### src/rtl/cas_pkg.sv
package cas_pkg;
  localparam int CAS_BYTE_W = 8;
  localparam int CAS_EXP_W  = 3;
  localparam int CAS_LEN_W  = 6;
  localparam int CAS_RND_W  = (1 << CAS_EXP_W) - 1;

  typedef enum logic [2:0] {
    S_IDLE, S_SLOT, S_SETTLE, S_SENSE, S_BACKOFF, S_TURN, S_GO
  } cas_state_e;

  typedef struct packed {
    logic                  listen;
    logic                  defer;
    logic [CAS_BYTE_W-1:0] slot;
    logic [CAS_EXP_W-1:0]  exp;
    logic [CAS_BYTE_W-1:0] pre;
    logic [CAS_BYTE_W-1:0] turn;
    logic [CAS_BYTE_W-1:0] settle;
    logic [CAS_LEN_W-1:0]  len;
  } cas_cfg_t;
endpackage

### src/rtl/cas_tick_gen.sv
module cas_tick_gen #(
  parameter int FINE_DIV = 1000,
  parameter int MS_TICKS = 80
) (
  input  logic clk,
  input  logic rst_n,
  input  logic restart,
  output logic fine_tick,
  output logic ms_tick
);
  localparam int FW = $clog2(FINE_DIV + 1);
  localparam int MW = $clog2(MS_TICKS + 1);

  logic [FW-1:0] fine_q;
  logic [MW-1:0] ms_q;

  assign fine_tick = (fine_q == FW'(FINE_DIV - 1));
  assign ms_tick   = fine_tick && (ms_q == MW'(MS_TICKS - 1));

  always_ff @(posedge clk or negedge rst_n) begin
    if (!rst_n) begin
      fine_q <= '0;
      ms_q   <= '0;
    end else if (restart) begin
      fine_q <= '0;
      ms_q   <= '0;
    end else begin
      fine_q <= fine_tick ? '0 : fine_q + 1'b1;
      if (fine_tick) ms_q <= ms_tick ? '0 : ms_q + 1'b1;
    end
  end

  generate
    if (FINE_DIV > 1) begin : g_chk

      restart_gap_chk: assert property (@(posedge clk) disable iff (!rst_n)
        restart |=> !fine_tick);
    end
  endgenerate
endmodule

### src/rtl/cas_lfsr.sv
module cas_lfsr #(
  parameter int          W     = 16,
  parameter logic [W-1:0] SEED = 16'hACE1,
  parameter logic [W-1:0] TAPS = 16'hB400,
  parameter int          OUT_W = 7
) (
  input  logic             clk,
  input  logic             rst_n,
  output logic [OUT_W-1:0] rnd_o
);
  logic [W-1:0] sr_q;

  always_ff @(posedge clk or negedge rst_n) begin
    if (!rst_n) sr_q <= SEED;
    else        sr_q <= {sr_q[W-2:0], ^(sr_q & TAPS)};
  end

  assign rnd_o = sr_q[OUT_W-1:0];


  lfsr_nonzero_chk: assert property (@(posedge clk) disable iff (!rst_n)
    sr_q != '0);
endmodule

### src/rtl/cas_slot_calc.sv
module cas_slot_calc #(
  parameter int BYTE_W      = 8,
  parameter int LEN_W       = 6,
  parameter int BYTE_TICKS  = 6,
  parameter int GUARD_TICKS = 40,
  parameter int CNT_W       = 19
) (
  input  logic [BYTE_W-1:0] slot,
  input  logic [BYTE_W-1:0] pre,
  input  logic [BYTE_W-1:0] turn,
  input  logic [LEN_W-1:0]  len,
  output logic [CNT_W-1:0]  slot_ticks
);
  logic [CNT_W-1:0] frame_ticks;
  logic [CNT_W-1:0] unit_ticks;

  always_comb begin
    frame_ticks = (CNT_W'(len) + CNT_W'(2)) * CNT_W'(BYTE_TICKS);
    unit_ticks  = CNT_W'(pre) + frame_ticks + CNT_W'(3) * CNT_W'(turn)
                + CNT_W'(GUARD_TICKS);
    slot_ticks  = CNT_W'(slot) * unit_ticks;
  end
endmodule

### src/rtl/chan_access_sched.sv
module chan_access_sched
  import cas_pkg::*;
#(
  parameter int          FINE_DIV     = 1000,
  parameter int          MS_TICKS     = 80,
  parameter int          SETTLE_TICKS = 8,
  parameter int          BYTE_TICKS   = 6,
  parameter int          GUARD_TICKS  = 40,
  parameter logic [15:0] LFSR_SEED    = 16'hACE1
) (
  input  logic                  clk,
  input  logic                  rst_n,
  input  logic                  abort,
  input  logic                  tx_valid,
  output logic                  tx_ready,
  input  logic [1:0]            acc_mode,
  input  logic [CAS_BYTE_W-1:0] slot_idx,
  input  logic [CAS_EXP_W-1:0]  bo_exp,
  input  logic [CAS_BYTE_W-1:0] pre_cycles,
  input  logic [CAS_BYTE_W-1:0] turn_ticks,
  input  logic [CAS_BYTE_W-1:0] settle_units,
  input  logic [CAS_LEN_W-1:0]  pkt_bytes,
  input  logic                  chan_busy,
  output logic                  rx_en
);
  localparam int BMAX     = (1 << CAS_BYTE_W) - 1;
  localparam int LMAX     = (1 << CAS_LEN_W) - 1;
  localparam int UNIT_MAX = BMAX + (LMAX + 2) * BYTE_TICKS + 3 * BMAX + GUARD_TICKS;
  localparam int SLOT_MAX = BMAX * UNIT_MAX;
  localparam int SET_MAX  = BMAX * SETTLE_TICKS;
  localparam int CNT_MAX  = (SLOT_MAX > SET_MAX) ? SLOT_MAX : SET_MAX;
  localparam int CNT_W    = $clog2(CNT_MAX + 1);

  cas_state_e       state_q, state_d;
  logic [CNT_W-1:0] cnt_q, cnt_d;
  cas_cfg_t         cfg_in, cfg_q, cfg_s;
  logic [CNT_W-1:0] slot_ticks;
  logic [CAS_RND_W-1:0] rnd, bo_mask, bo_draw;
  logic             fine_tick, ms_tick, tick_sel, timed, expire, restart;
  cas_state_e       turn_st, listen_st;
  logic [CNT_W-1:0] turn_cnt, listen_cnt;

  always_comb begin
    cfg_in.listen = acc_mode[1];
    cfg_in.defer  = acc_mode[0];
    cfg_in.slot   = slot_idx;
    cfg_in.exp    = bo_exp;
    cfg_in.pre    = pre_cycles;
    cfg_in.turn   = turn_ticks;
    cfg_in.settle = settle_units;
    cfg_in.len    = pkt_bytes;
  end

  assign cfg_s = (state_q == S_IDLE) ? cfg_in : cfg_q;

  cas_slot_calc #(
    .BYTE_W(CAS_BYTE_W), .LEN_W(CAS_LEN_W), .BYTE_TICKS(BYTE_TICKS),
    .GUARD_TICKS(GUARD_TICKS), .CNT_W(CNT_W)
  ) u_slot (
    .slot(cfg_s.slot), .pre(cfg_s.pre), .turn(cfg_s.turn), .len(cfg_s.len),
    .slot_ticks(slot_ticks)
  );

  cas_lfsr #(.W(16), .SEED(LFSR_SEED), .TAPS(16'hB400), .OUT_W(CAS_RND_W)) u_lfsr (
    .clk(clk), .rst_n(rst_n), .rnd_o(rnd)
  );

  cas_tick_gen #(.FINE_DIV(FINE_DIV), .MS_TICKS(MS_TICKS)) u_tick (
    .clk(clk), .rst_n(rst_n), .restart(restart),
    .fine_tick(fine_tick), .ms_tick(ms_tick)
  );

  assign bo_mask = CAS_RND_W'(({{CAS_RND_W{1'b0}}, 1'b1} << cfg_s.exp) - 1'b1);
  assign bo_draw = rnd & bo_mask;

  // Entry points of the phases that are skipped when their duration is zero
  always_comb begin
    if (cfg_s.turn != '0) begin
      turn_st  = S_TURN;
      turn_cnt = CNT_W'(cfg_s.turn);
    end else begin
      turn_st  = S_GO;
      turn_cnt = '0;
    end
    if (cfg_s.settle != '0) begin
      listen_st  = S_SETTLE;
      listen_cnt = CNT_W'(cfg_s.settle) * CNT_W'(SETTLE_TICKS);
    end else begin
      listen_st  = S_SENSE;
      listen_cnt = '0;
    end
  end

  assign timed    = (state_q == S_SLOT) || (state_q == S_SETTLE) ||
                    (state_q == S_BACKOFF) || (state_q == S_TURN);
  assign tick_sel = (state_q == S_BACKOFF) ? ms_tick : fine_tick;
  assign expire   = timed && tick_sel && (cnt_q == CNT_W'(1));

  always_comb begin
    state_d = state_q;
    cnt_d   = cnt_q;
    if (timed && tick_sel && !expire) cnt_d = cnt_q - 1'b1;
    unique case (state_q)
      S_IDLE: if (tx_valid) begin
        if (cfg_s.listen) begin
          state_d = listen_st;  cnt_d = listen_cnt;
        end else if (cfg_s.defer && slot_ticks != '0) begin
          state_d = S_SLOT;     cnt_d = slot_ticks;
        end else begin
          state_d = turn_st;    cnt_d = turn_cnt;
        end
      end
      S_SLOT:   if (expire) begin state_d = turn_st;  cnt_d = turn_cnt; end
      S_SETTLE: if (expire) begin state_d = S_SENSE;  cnt_d = '0;       end
      S_SENSE: begin
        if (!chan_busy) begin
          state_d = turn_st; cnt_d = turn_cnt;
        end else if (cfg_s.defer) begin
          if (bo_draw != '0) begin
            state_d = S_BACKOFF; cnt_d = CNT_W'(bo_draw);
          end else begin
            state_d = listen_st; cnt_d = listen_cnt;
          end
        end
      end
      S_BACKOFF: if (expire) begin state_d = listen_st; cnt_d = listen_cnt; end
      S_TURN:    if (expire) begin state_d = S_GO;      cnt_d = '0;         end
      S_GO:      begin state_d = S_IDLE; cnt_d = '0; end
      default:   begin state_d = S_IDLE; cnt_d = '0; end
    endcase
    if (abort) begin
      state_d = S_IDLE;
      cnt_d   = '0;
    end
  end

  assign restart = (state_d != state_q) || (state_q == S_IDLE);

  always_ff @(posedge clk or negedge rst_n) begin
    if (!rst_n) begin
      state_q <= S_IDLE;
      cnt_q   <= '0;
      cfg_q   <= '0;
    end else begin
      state_q <= state_d;
      cnt_q   <= cnt_d;
      if (state_q == S_IDLE) cfg_q <= cfg_in;
    end
  end

  assign tx_ready = (state_q == S_GO);
  assign rx_en    = (state_q == S_SETTLE) || (state_q == S_SENSE);


  grant_pulse_chk: assert property (@(posedge clk) disable iff (!rst_n)
    tx_ready |=> !tx_ready);


  abort_idle_chk: assert property (@(posedge clk) disable iff (!rst_n)
    abort |=> (!tx_ready && !rx_en));


  backoff_bound_chk: assert property (@(posedge clk) disable iff (!rst_n)
    (state_q == S_BACKOFF) |-> (cnt_q != '0 && cnt_q <= CNT_W'(bo_mask)));


  busy_hold_chk: assert property (@(posedge clk) disable iff (!rst_n)
    (state_q == S_SENSE && chan_busy) |=> (!tx_ready && state_q != S_TURN));
endmodule

### config.mk
export PLATFORM = sky130hd
export DESIGN_NAME = chan_access_sched
export DESIGN_NICKNAME = d
export VERILOG_FILES = /design/src/rtl/cas_pkg.sv /design/src/rtl/cas_tick_gen.sv /design/src/rtl/cas_lfsr.sv /design/src/rtl/cas_slot_calc.sv /design/src/rtl/chan_access_sched.sv
export SDC_FILE = /design/constraint.sdc
export NUM_CORES = 1
export LEC_CHECK = 0
export ABC_AREA = 1
export BUFFER_PORTS_ARGS = -buffer_cell sky130_fd_sc_hd__buf_2
export CAP_MARGIN = 10
export CORE_MARGIN = 8
export CORE_UTILIZATION = 35
export DETAILED_ROUTE_END_ITERATION = 8
export PLACE_DENSITY = 0.47
export SLEW_MARGIN = 20
export SYNTH_ARGS = -nofsm -noshare
export SYNTH_HDL_FRONTEND = slang
export SYNTH_SLANG_ARGS = --single-unit
export TNS_END_PERCENT = 50
### constraint.sdc
create_clock -name clk -period 21.9 [get_ports clk]
set_clock_uncertainty 0.2 [all_clocks]
set_input_delay 3.285 -clock clk [delete_from_list [all_inputs] [get_ports clk]]
set_output_delay 3.285 -clock clk [all_outputs]
set_load 0.005 [all_outputs]
=== After elaboration in Yosys (flattened, before gate mapping) ===
Cells that the tools add are included.

* Add/subtract/negate cells: 8
* $mul: 3
* Div/mod/pow operators: 0
* Order comparisons: 0
* Equality and inequality tests: 10
* Shifts and indexed selects: 1
* Mux-type cells: 35
* Bitwise operators: 1
* Reductions and logical operators: 19

{| class="wikitable"
|+ Operators by type and width
! cell !! count
|-
| $mux 19 || 11
|-
| $pmux 19 s5 || 1
|-
| $mux 43 || 1
|-
| $mux 3 || 11
|-
| $mux 7 || 3
|-
| $mux 10 || 2
|-
| $add 19x10->19 || 1
|-
| $add 19x6->19 const B || 1
|-
| $add 8x19->19 || 1
|-
| $eq 19x1->1 const B || 1
|-
| $mul 19x2->18 const B || 1
|-
| $mul 8x19->19 || 1
|-
| $reduce_bool 19->1 || 1
|-
| $sub 19x1->19 const B || 1
|-
| $pmux 3 s6 || 1
|-
| $reduce_bool 8->1 || 2
|-
| $reduce_xor 16->1 || 1
|-
| $mux 11 || 1
|-
| $add 10x1->10 const B || 1
|-
| $eq 10x10->1 const B || 1
|-
| $mul 2x8->10 const A || 1
|-
| $eq 3x3->1 const B || 3
|-
| $mux 8 || 1
|-
| $add 6x2->7 const B || 1
|-
| 17 further kinds || 27
|}

* Register bits after elaboration: 98
* Bits in latches: 0
* RAM bits: 0
* ROM bits: 0
* Bits of input ports: 48
* Memories kept: 0

=== Depth between registers and ports, before layout ===
* Depth after elaboration: 18
* Depth in mapped cells: 57
* Mapped depth without buffers: 55

=== Modules after synthesis ===
A second synthesis with hierarchy kept.

* Cells, all modules: 1426
* Area, all modules: 10251.1 sq um

{| class="wikitable"
|+ Modules (own cells, without submodules)
! module !! instances !! cells an instance !! area an instance (sq um) !! sequential area each (sq um)
|-
| cas_slot_calc || 1 || 636 || 4528.1 || 0.0
|-
| chan_access_sched || 1 || 630 || 4250.3 || 1626.6
|-
| cas_tick_gen || 1 || 120 || 938.4 || 425.4
|-
| cas_lfsr || 1 || 40 || 534.3 || 410.4
|}

=== Least setup slack after synthesis ===
No wires, ideal clock.

* Path type: input to register
* Start: input port pkt_bytes[1]
* End: register u_tick.fine_q[2]
* Setup time: 0.124 ns
* Data arrival time: 10.863 ns
* Data required time: 21.576 ns
* Path slack: 10.713 ns
* Stages: 50
* Cell sequence: o21ai_1 > inv_1 > ha_1 > xor2_1 > nor2_1 > inv_1 > nand2_1 > xor2_1 > fa_1 > fa_1 > inv_1 > ha_1 > a21oi_1 > inv_1 > a31oi_1 > inv_1 > nand2_1 > a21oi_1 > [... 14 more ...] > o21ai_0 > a21oi_1 > nand2_1 > nand2_1 > nand2_1 > nor2_1 > nand2_1 > o21bai_1 > nand2_1 > nand2_1 > nand2_1 > nand2_1 > nand2_1 > nand2_1 > nor2_4 > nand2_4 > buf_12 > nor2_4

{| class="wikitable"
|+ RTL lines
! item !! line !! text
|-
| start: declaration || chan_access_sched.sv:22 || <nowiki>input logic [CAS_LEN_W-1:0] pkt_bytes,</nowiki>
|-
| end signal: assignment || cas_tick_gen.sv:28 || <nowiki>fine_q <= fine_tick ? '0 : fine_q + 1'b1;</nowiki>
|-
| end: declaration || cas_tick_gen.sv:14 || <nowiki>logic [FW-1:0] fine_q;</nowiki>
|}

==> flow_summary.yaml <==
final_layout:
  syn_to_final_growth_pct: 9.57
  layout_commonest_cell: "nand2_1"
  final_nets: 1614
  diodes: 0
  layout_common_cells: "nand2_1 (292), inv_1 (259), nor2_1 (146)"
  drive_above_1_share_pct: 11.4
timing:
  fin_crit_ps: 12650
  fin_tns_setup_ps: 0
  fmax_ghz: 0.0790
  setup_viol: 0
  hold_viol: 0
  fin_crit_sh_pct: 57.8
  slew_headroom_pct: 40.5
  tightest_slew_ps: 889
  rsz0062_at_grt: "false"
  slew_viol_final: 0
global_route:
  use_met2_pct: 28.4
  grt_max_degree: 78
  grt-ovfl-total: 0
  grt_pass1_wl_um: 47600
  antenna_found_initial: 0
  grt_pass1_vias: 8852
  use_met3_pct: 2.01
  top_usage_layer: "met2"
  grtUsageTotal_pct: 17.5
  grtUsageMet1_pct: 24.7
drt:
  drt_iter0_markers: 556
  via_per_inst: 4.81
  routed_wl_um: 28600
  drc_errors: 0
  num_vias: 8690
  drt_pre_antenna_iters: 7
  ant_nets: 0
  post_drt_wl_per_cell_um: 15.8
yosys:
  ys_ff_latch: 98
  synthTopCellsByArea: "dfrtp_1 (22%), fa_1 (15%), nand2_1 (11%), inv_1 (9.6%), ha_1 (9.0%)"
  yosysUniqueCellTypes: 53
  syn_avg_cell_area_um2: 7.39
  netlist.area_leader.share_pct: 22.3
  synthFlopType: "dfrtp_1"
  synth_edf_count: 0
  syn_inst: 1369
  synth_seq_area_share_pct: 24.4
  async_flop_share_pct: 100
  yosysWarnings: 0
  syn_nets: 1565
  yosysTopAreaCell: "dfrtp_1"
  synthesis.area_um2: 10100
worst_setup_path:
  cp_max_fo: 17
  crit_path_start_kind: "input pin"
  crit_path_end_kind: "flip-flop"
  critPathArrivalTime_ps: 12680
  critPathSlowestCell: "o21bai_1"
  crit_type: "input pin to flip-flop"
  worstPathRequired_ps: 21920
  cp_slowest_stage_delay_ps: 580
  cpMostUsedCell: "nand2_1"
clock_network:
  cts.sinks: 98
  path_clk_slew_ps: 80
  cts_root_buffer: "clkbuf_16"
  cts_resized: 0
  cts_tree: "yes"
  clock_latency_ps: 360
  ctsHoldBuffers: 0
  clockBufferDepth: 2
  cts_setup_buffers: 0
  htree_levels: 3
  cts_made_buffers: 9
placed_design:
  port-buffer-count: 49
  hpwlAfterDp_um: 23300
  place_congestion: 0.902
floorplan:
  core_um2: 28500
  start_util_pct: 35.4
  fp.dieW_um: 186
  die-height_um: 186
  rows: 62
  die_area_um2: 34600
  num_io_pins: 50
job:
  cap_violations: 0
status:
  status: "finished, final reports clean"
hold_path:
  hold_path_class: "flip-flop to flip-flop"
-- cell usage after synthesis, types with 7 or more instances --
master / instances
o211ai_1: 9
xor2_1: 18
or2_2: 30
nand4_1: 19
nor2_2: 7
nand2_1: 292
nor3_1: 13
dfrtp_1: 90
nor2_4: 12
dfstp_2: 8
ha_1: 73
nand2_2: 9
fa_1: 75
inv_2: 13
nor2_1: 146
nand3_1: 74
o21ai_1: 14
a21oi_1: 61
xnor2_1: 19
o21ai_0: 53
inv_1: 259
clkbuf_1: 8
-- metal layers --
layer	vias to the layer above	wire length, um
li1	4380	-
met1	4102	14000
met2	185	12900
met3	23	1350
met4	0	402
met5	-	0
-- worst max-delay path, delay by kind of cell --
family / cells / cell delay, ps
compound gates: 10 / 2030
fa+ha+maj: 9 / 3940
buf+inv: 8 / 710
simple gates: 21 / 2280
xor+xnor: 2 / 430
-- cell type report --
class / instances / area [um^2]
timing repair buffer: 54 / 289
inverter: 276 / 1040
multi-input combinational: 979 / 6520
tap: 384 / 480
fill: 3151 / 17500
clock buffer: 9 / 225
sequential: 98 / 2460
clock inverter: 7 / 70.1
-- metrics by stage --
step / worst slack, ps / cells / area [um^2] / util, % / hold slack [ps]
after floorplan: 10710 / 1369 / 10100 / - / 131
after global placement: 9010 / 1791 / 10800 / 37.8 / 132
after detailed placement: 8860 / 1791 / 10800 / 37.8 / 136
after CTS: 9210 / 1807 / 11100 / 38.8 / 155
after global routing: 8300 / 1807 / 11100 / 38.8 / 168
final: 9250 / 1807 / 11100 / 38.8 / 152
-- path summary, 6_finish.rpt --
path                       slack, ps  cells after the start      startpoint              to
setup / recovery                9250                     50    pkt_bytes[1]  u_tick.ms_q[0]
hold / removal                   150                      0  u_lfsr.sr_q[8]  u_lfsr.sr_q[9]
setup reg to reg               10310                     53      state_q[0]  u_tick.ms_q[0]
hold reg to reg                  150                      0  u_lfsr.sr_q[8]  u_lfsr.sr_q[9]
max in group asynchronous      17870                      2           rst_n        cnt_q[1]
min in group asynchronous       2600                      1           rst_n        cfg_q[2]
-- cell families after synthesis --
group / count (synthesis) / share of synthesized area, %
AO/OA/AOI/OAI: 167 / 9.32
AND/OR/NAND/NOR: 626 / 27.9
flip-flops: 98 / 24.4
XOR/XNOR: 37 / 3.21
multiplexers: 1 / 0.0990
adder cells (fa/ha/maj): 148 / 23.9
buffers and inverters: 292 / 11.2
-- sequential cells by signal, summed over array words and instances, names as in the netlist --
name,flops
cfg_q,43
cnt_q,19
state_q,3
u_lfsr.sr_q,16
u_tick.fine_q,10
u_tick.ms_q,7
Power is left out: the tool's default activity adds up to more than one toggle a clock period on the data nets, which glitch-free logic cannot reach.
